**config.mk**
```make
export PLATFORM = sky130hd
export DESIGN_NAME = nan_width_cvt
export DESIGN_NICKNAME = d
export VERILOG_FILES = /design/src/rtl/nanx_pkg.sv /design/src/rtl/nanx_classify.sv /design/src/rtl/nanx_default.sv /design/src/rtl/nanx_assemble.sv /design/src/rtl/nan_width_cvt.sv
export SDC_FILE = /design/constraint.sdc
export NUM_CORES = 1
export LEC_CHECK = 0
export ABC_AREA = 1
export BUFFER_PORTS_ARGS = -buffer_cell sky130_fd_sc_hd__buf_2
export CORE_ASPECT_RATIO = 1.75
export CORE_MARGIN = 2
export CORE_UTILIZATION = 49
export CTS_CLUSTER_DIAMETER = 40
export DETAILED_ROUTE_END_ITERATION = 10
export HOLD_SLACK_MARGIN = 0.1
export PLACE_DENSITY = 0.9
export SLEW_MARGIN = 20
export SYNTH_ARGS = -nofsm -noshare
export SYNTH_HDL_FRONTEND = slang
export SYNTH_SLANG_ARGS = --single-unit
```
**constraint.sdc**
```tcl
create_clock -name clk -period 2.55 [get_ports clk]
set_input_delay 0.51 -clock clk [delete_from_list [all_inputs] [get_ports clk]]
set_output_delay 0.51 -clock clk [all_outputs]
set_load 0.01 [all_outputs]
```
**src/rtl/nanx_pkg.sv**
```systemverilog
package nanx_pkg;
  localparam int SP_EXP  = 8;
  localparam int SP_FRAC = 23;
  localparam int DP_EXP  = 11;
  localparam int DP_FRAC = 52;
  localparam int SP_W    = 1 + SP_EXP + SP_FRAC;
  localparam int DP_W    = 1 + DP_EXP + DP_FRAC;
  localparam int FRAC_GAP = DP_FRAC - SP_FRAC;
endpackage

```
**src/rtl/nanx_classify.sv**
```systemverilog
module nanx_classify #(
  parameter int EXP_W  = 8,
  parameter int FRAC_W = 23
) (
  input  logic [EXP_W+FRAC_W:0] word,
  input  logic                  pol,
  output logic                  sign,
  output logic [FRAC_W-1:0]     frac,
  output logic                  is_snan
);
  logic exp_ones;
  logic frac_any;

  assign sign     = word[EXP_W+FRAC_W];
  assign frac     = word[FRAC_W-1:0];
  assign exp_ones = &word[FRAC_W +: EXP_W];
  assign frac_any = |word[FRAC_W-1:0];
  // signaling when the top fraction bit matches the configured polarity
  assign is_snan  = exp_ones && frac_any && (word[FRAC_W-1] == pol);
endmodule

```
**src/rtl/nanx_default.sv**
```systemverilog
module nanx_default #(
  parameter int EXP_W  = 8,
  parameter int FRAC_W = 23
) (
  input  logic                  pol,
  output logic [EXP_W+FRAC_W:0] word
);
  localparam logic [FRAC_W-1:0] MSB_ONLY = {1'b1, {(FRAC_W-1){1'b0}}};

  assign word = {1'b0, {EXP_W{1'b1}}, pol ? ~MSB_ONLY : MSB_ONLY};
endmodule

```
**src/rtl/nanx_assemble.sv**
```systemverilog
module nanx_assemble #(
  parameter int EXP_W  = 8,
  parameter int FRAC_W = 23
) (
  input  logic                  sign,
  input  logic [FRAC_W-1:0]     frac,
  input  logic                  src_snan,
  input  logic                  pol,
  input  logic                  quiet_en,
  input  logic                  force_dflt,
  output logic [EXP_W+FRAC_W:0] word
);
  logic [EXP_W+FRAC_W:0] dflt_word;
  logic [FRAC_W-1:0]     qfrac;
  logic                  quieten;

  nanx_default #(.EXP_W(EXP_W), .FRAC_W(FRAC_W)) u_dflt (
    .pol  (pol),
    .word (dflt_word)
  );

  assign quieten = quiet_en && src_snan;

  always_comb begin
    qfrac = frac;
    if (quieten && !pol) qfrac[FRAC_W-1] = 1'b1;
    if (force_dflt || (quieten && pol))
      word = dflt_word;
    else
      word = {sign, {EXP_W{1'b1}}, qfrac};
  end
endmodule

```
**src/rtl/nan_width_cvt.sv**
```systemverilog
module nan_width_cvt
  import nanx_pkg::*;
#(
  parameter int S_EXP  = SP_EXP,
  parameter int S_FRAC = SP_FRAC,
  parameter int D_EXP  = DP_EXP,
  parameter int D_FRAC = DP_FRAC
) (
  input  logic                      clk,
  input  logic                      rst,
  input  logic                      in_valid,
  input  logic                      dir_widen,
  input  logic                      snan_pol,
  input  logic                      dflt_mode,
  input  logic                      quiet_en,
  input  logic [D_EXP+D_FRAC:0]     op_in,
  output logic                      out_valid,
  output logic [D_EXP+D_FRAC:0]     res_out,
  output logic                      invalid_out
);
  localparam int SW  = 1 + S_EXP + S_FRAC;
  localparam int DW  = 1 + D_EXP + D_FRAC;
  localparam int GAP = D_FRAC - S_FRAC;

  logic              s_sign, d_sign, s_snan, d_snan;
  logic [S_FRAC-1:0] s_frac, n_frac;
  logic [D_FRAC-1:0] d_frac, w_frac;
  logic              n_zero;
  logic [DW-1:0]     wide_word;
  logic [SW-1:0]     narrow_word;
  logic [DW-1:0]     nxt_res;
  logic              nxt_inv;

  nanx_classify #(.EXP_W(S_EXP), .FRAC_W(S_FRAC)) u_cls_s (
    .word (op_in[SW-1:0]), .pol (snan_pol),
    .sign (s_sign), .frac (s_frac), .is_snan (s_snan)
  );

  nanx_classify #(.EXP_W(D_EXP), .FRAC_W(D_FRAC)) u_cls_d (
    .word (op_in), .pol (snan_pol),
    .sign (d_sign), .frac (d_frac), .is_snan (d_snan)
  );

  // payload is kept left-aligned in both widths
  assign w_frac = {s_frac, {GAP{1'b0}}};
  assign n_frac = d_frac[D_FRAC-1 -: S_FRAC];
  assign n_zero = ~|n_frac;

  nanx_assemble #(.EXP_W(D_EXP), .FRAC_W(D_FRAC)) u_asm_w (
    .sign (s_sign), .frac (w_frac), .src_snan (s_snan), .pol (snan_pol),
    .quiet_en (quiet_en), .force_dflt (dflt_mode), .word (wide_word)
  );

  nanx_assemble #(.EXP_W(S_EXP), .FRAC_W(S_FRAC)) u_asm_n (
    .sign (d_sign), .frac (n_frac), .src_snan (d_snan), .pol (snan_pol),
    .quiet_en (quiet_en), .force_dflt (dflt_mode || n_zero), .word (narrow_word)
  );

  always_comb begin
    if (dir_widen) begin
      nxt_res = wide_word;
      nxt_inv = s_snan;
    end else begin
      nxt_res = {{(DW-SW){1'b0}}, narrow_word};
      nxt_inv = d_snan;
    end
  end

  always_ff @(posedge clk) begin
    if (rst) begin
      out_valid   <= 1'b0;
      res_out     <= '0;
      invalid_out <= 1'b0;
    end else begin
      out_valid <= in_valid;
      if (in_valid) begin
        res_out     <= nxt_res;
        invalid_out <= nxt_inv;
      end
    end
  end
endmodule

```
### Word-level counts from Yosys, hierarchy flattened

Index checks and enable logic that the tools add are counted.

| operators by class | value |
|---|---|
| equality and inequality tests | 2 |
| muxes and demuxes | 8 |
| reductions and logical operators | 20 |

Operators with widths:

| kind | number |
|---|---|
| 64-bit two-way mux | 2 |
| 52-bit two-way mux | 1 |
| 52-bit OR reduction | 1 |
| 23-bit OR reduction | 2 |
| 32-bit two-way mux | 1 |
| 23-bit two-way mux | 1 |
| 11-bit AND reduction | 1 |
| 1-bit logical AND | 10 |
| 8-bit AND reduction | 1 |
| 1-bit logical OR | 3 |
| 1-bit two-way mux | 3 |
| 1-bit == test | 2 |
| 1-bit zero test | 2 |

| word-level totals | value |
|---|---|
| register bits after elaboration | 66 |
| input port bits | 71 |
| output and inout bits | 66 |
| logic and storage cells | 33 |

### Depth between registers and ports, before layout

| depth | value |
|---|---|
| depth in word-level cells | 8 |
| mapped depth | 13 |
| gate-level depth less buffers | 13 |

### By module

A second synthesis with hierarchy kept.

| second synthesis, totals | value |
|---|---|
| cells, all modules | 922 |
| area, all modules | 5729.2 um^2 |

Modules (own cells, without submodules):

| module | instances | cells each | area each (um^2) | sequential area each (um^2) |
|---|---|---|---|---|
| nan_width_cvt | 1 | 354 | 2708.8 | 1321.3 |
| nanx_assemble at u_asm_w | 1 | 203 | 894.6 | 0.0 |
| nanx_classify at u_cls_d | 1 | 109 | 625.6 | 0.0 |
| nanx_default at u_asm_w.u_dflt | 1 | 66 | 484.2 | 0.0 |
| nanx_assemble at u_asm_n | 1 | 101 | 466.7 | 0.0 |
| nanx_classify at u_cls_s | 1 | 55 | 305.3 | 0.0 |
| nanx_default at u_asm_n.u_dflt | 1 | 34 | 244.0 | 0.0 |

### Least setup slack after synthesis

OpenSTA, ideal clock, no wires.

| timing | value |
|---|---|
| kind | input to register |
| start | input port op_in[21] |
| end | register res_out[22] |
| setup time | 132 ps |
| arrival time | 1604 ps |
| data required time | 2418 ps |
| slack | 814 ps |
| stages on the path | 11 |
| buffers on the path | 1 |
| cells stage by stage | nor2_1 -> inv_1 -> nor3_1 -> nand3_1 -> nand3_2 -> a21boi_4 -> nor2_2 -> nor2_8 -> buf_6 -> nand2_1 -> a21oi_1 |

| on the way | value |
|---|---|
| longest elaborated chain between the ends | 8 |
| elaborated cells between the ends (all ways) | 17 |
| those cells by class | 4 x mux; 13 x reduce/logical |

RTL lines:

| element | RTL line | source |
|---|---|---|
| from (decl) | nan_width_cvt.sv:16 | `input logic [D_EXP+D_FRAC:0] op_in,` |
| 52-bit OR reduction or 23-bit OR reduction (tied branches) | nanx_classify.sv:17 | `assign frac_any = \|word[FRAC_W-1:0];` |
| 1-bit logical AND (2 in series) | nanx_classify.sv:19 | `assign is_snan = exp_ones && frac_any && (word[FRAC_W-1] == pol);` |
| 1-bit logical AND | nanx_assemble.sv:22 | `assign quieten = quiet_en && src_snan;` |
| 1-bit logical AND, on equally long branches | nanx_assemble.sv:26, nanx_assemble.sv:27 |  |
| 1-bit two-way mux or 1-bit logical OR (tied branches) | nanx_assemble.sv:26, nanx_assemble.sv:27 |  |
| 32-bit two-way mux or 64-bit two-way mux (tied branches) | nanx_assemble.sv:27 | `if (force_dflt \|\| (quieten && pol))` |
| 64-bit two-way mux * | nan_width_cvt.sv:60 | `if (dir_widen) begin` |
| to (signal assigned) | nan_width_cvt.sv:77 | `res_out <= nxt_res;` |
| to (decl) | nan_width_cvt.sv:18 | `output logic [D_EXP+D_FRAC:0] res_out,` |

Every way passes the cells marked *; elsewhere a longest branch is shown, timed or not.
A chain may end at the register's enable or synchronous reset.

### Worst setup path after layout

| timing | value |
|---|---|
| start | input port op_in[21] |
| end | register res_out[47] |

| on the way | value |
|---|---|
| longest elaborated chain between the ends | 8 |

RTL lines:

| element | RTL line |
|---|---|
| 23-bit OR reduction | nanx_classify.sv:17 |
| 1-bit logical AND (2 in series) | nanx_classify.sv:19 |
| 1-bit logical AND | nanx_assemble.sv:22 |
| 1-bit logical AND | nanx_assemble.sv:27 |
| 1-bit logical OR | nanx_assemble.sv:27 |
| 64-bit two-way mux | nanx_assemble.sv:27 |
| 64-bit two-way mux | nan_width_cvt.sv:60 |

No other way between the ends.

==> results.md <==
- Detail Placement HPWL: about 5.9 mm
- Post-synth design cell area: around 2700 um2
- CP Data Arrival Time: between 2000 and 2500 ps
- CTS tree: done
- Post-DP Area: around 3300 um2
- Global-route wire length before repair: between 10 and 15 mm
- PostCTS Resize Cnt: 0
- Design area: between 3000 and 4000 um2
- P_sw: 507 uW
- Slew Viols, Final: 0
- Post-Layout Cell Count: between 600 and 700
- Critical-path top delay cell: inv_1
- Slowest stage delay, CP: around 450 ps
- H-tree depth: 2
- Final Cycle Share: ~80%
- Max Cap Violations: 0
- Die Width: between 60 and 70 um
- Fillers: about 560
- Io pins: 137
- Worst hold slack: 466 ps
- Remaining DRCs: 0
- Cts bufs inserted: 5
- Core outline area: roughly 5500 um2
- Area leader, netlist: dfxtp_1
- Compound-Gate Fraction of Synth Area: roughly 9.9%
- Area growth, synth to finish: 24.9%
- Vias: about 3100
- Tmin final: approximately 2000 ps
- Largest net degree at the start of global routing: 34
- Sequential fraction of the synthesis area: 37.3%
- Netlist cell types: 27
- # diodes: 0
- Vias in the first global route: slightly below 3000
- Combinational fraction of design power: 19.8%
- Post-CTS Setup Bufs: 0
- Clock-pin slew on the worst setup and hold paths: around 90 ps
- Die area: approximately 6200 um2
- Final nets: a little over 600
- Row cnt: 36
- Final setup violation count: 0
- Crit Path Class: input pin to flip-flop
- Net Sw Frac: around 29%
- Vert. Die Dim: ~100 um
- Main combinational cell family by area after synthesis: simple AND/OR/NAND/NOR gates
- Input/output buffers: between 100 and 150
- Relative max-transition margin: ~58%
- Layout cell share with drive strength beyond 1: between 20% and 30%
- Post-synthesis simple-gate area fraction: between 40% and 50%
- Peak Freq: ~500 MHz
- Synth Area in Adders: 0%
- Final core occ: just over 60%
- CTS max path bufs: 2
- Overflow after GRT: 0
- Pwr/cell area: ~520 nW/um2
- Fin Setup TNS: 0 ps
- CP max FO: 21
- Mux contribution to synthesized area: 0%
- Post-synth top area share: between 30% and 40%
- Worst vdd ir: around 560 uV
- CP most frequent cell: nand2_1
- Crit end category: flip-flop
- CTS root buf: clkbuf_8
- 1st-iter DRT viols: ~200
- Total track usage: ~26%
- Placer's final routability congestion estimate: approximately 0.81
- Placed cell count: a little over 600
- Area of the multi-input gates: ~1400 um2
- Worst path required time: 2800 ps
- Static Leak: roughly 0.0017 uW
- Crit-path cells: buf_2 -> nor2_1 -> inv_1 -> nor3_1 -> nand3_1 -> nand4_1 -> nand2_1 -> inv_1 -> nand2_1 -> nand2_1 -> nand2_1 -> a21oi_1
- Synth Instances: 428
- Crit start category: input pin
- Register bit total from synthesis: 51
- Skew final: 0 ps
- Internal power: about 1300 uW
- Synth warn: 0
- Final Hold Vio Count: 0
- Total Wirelength: about 7.8 mm
- Avg Inst Size Synth: between 6 and 7 um2
- RSZ-0062 raised after global routing: false
- Latest clock arrival within the worst-skew pair: approximately 320 ps
- Top post-synthesis cells by area: dfxtp_1 (37%), nand2_1 (22%), nand3_1 (9.0%), a21oi_1 (8.4%), nor2_1 (5.9%)
- Delay-heaviest family, CP: simple AND/OR/NAND/NOR gates
- Register area: around 1000 um2
- Pre-antenna DRT Iters: 4
- Antenna violations before repair: 0
- Drt via density: around 5.1
- XOR/XNOR Fraction of Synth Area: 0.640%
- Effective utilization at floorplan: between 40% and 50%
- # clock sinks: 51
- Flop pwr share: between 40% and 50%
- Antenna Nets Post-Route: 0
- Post-DR wirelength/cell: 12.7 um
- Hold-fix buffers, CTS: 0
- Clock network power share: between 30% and 40%
- Status: completed
- WP buf/inv: 3
- Syn_nets: 499
- Worst slew pin tran: just over 600 ps
- Type of the worst min-delay path: flip-flop to flip-flop
## final timing paths
kind	start	end	slack [ps]	cells after the start
hold reg to reg	res_out[9]$_SDFFE_PP0P_	res_out[9]$_SDFFE_PP0P_	470	2
setup / recovery	op_in[21]	res_out[47]$_SDFFE_PP0P_	520	12
setup reg to reg	res_out[62]$_SDFFE_PP0P_	res_out[62]$_SDFFE_PP0P_	1820	2
hold / removal	res_out[9]$_SDFFE_PP0P_	res_out[9]$_SDFFE_PP0P_	470	2
## power by group through the flow
stage | clock [uW] | sequential (uW) | combinational, uW
2_1_floorplan | 0 | 899 | 199
3_3_place_gp | 0 | 879 | 346
3_5_place_dp | 0 | 880 | 353
4_1_cts | 572 | 862 | 354
5_1_grt | 593 | 866 | 398
6_report | 562 | 861 | 352
## metrics by stage
step / power (uW) / setup WS, ps
after CTS: 1790 / 546
after global routing: 1860 / 277
final: 1780 / 519
after global placement: 1220 / 270
after detailed placement: 1230 / 228
after floorplan: 1100 / 814
## cell families (layout without fill, tap and decap cells)
family / Yosys count / in the layout
AND/OR/NAND/NOR: 270 / 270
XOR/XNOR: 2 / 2
buffers and inverters: 54 / 161
flip-flops: 51 / 51
AO/OA/AOI/OAI: 51 / 51
## worst reg2reg max path, cell delays in order, from the launching register on
cell and delay, ps:
dfxtp_1 470, nand2_1 90, a21oi_1 120
## Yosys cell counts
library cell and count:
dfxtp_1 51, nor2_8 1, nor3_1 2, nand3_1 49, a31oi_1 1, and2_1 2, buf_4 15, buf_1 3
nand2_2 1, and3_1 1, nor3_2 2, inv_2 2, inv_1 11, o21ai_0 3, nand3_2 1, xor2_1 1
clkbuf_1 13, nor2_2 1, a21oi_1 46, nand3b_1 1, nand4_1 6, nor2_1 43, nand2_1 160, a21boi_4 1
buf_6 2, xnor2_1 1, buf_2 8
## layout by cell type (no fill, tap or decap), drive strengths merged, types with 2 or more instances in the layout
master,synthesis,routed
dfxtp,51,51
nand4,6,6
buf,28,141
nor2,45,45
a21oi,46,46
o21ai,3,3
nand2,161,161
clkbuf,13,6
nand3,50,50
nor3,4,4
inv,13,13
and2,2,2
## area by class of cell
class	count	area share, %
Clock buffer	6	2.12
Clock inverter	1	0.879
Inverter	13	1.43
Multi-Input combinational cell	323	41.9
Sequential cell	51	29.9
Tap cell	76	2.78
Timing Repair Buffer	141	21.0
## layer usage
layer	vias to the layer above	share of wire, %	global-route usage (%)
met3	22	7.2	6.02
met4	0	3.7	13.5
li1	1572	-	-
met1	1417	36	25.8
met2	125	53	47.6
met5	-	0	0
## sequential cells by signal (all words and copies together), names as in the netlist
register / cells
out_valid: 1
invalid_out: 1
res_out: 49
Note: power is estimated with default switching activity, not from simulation.
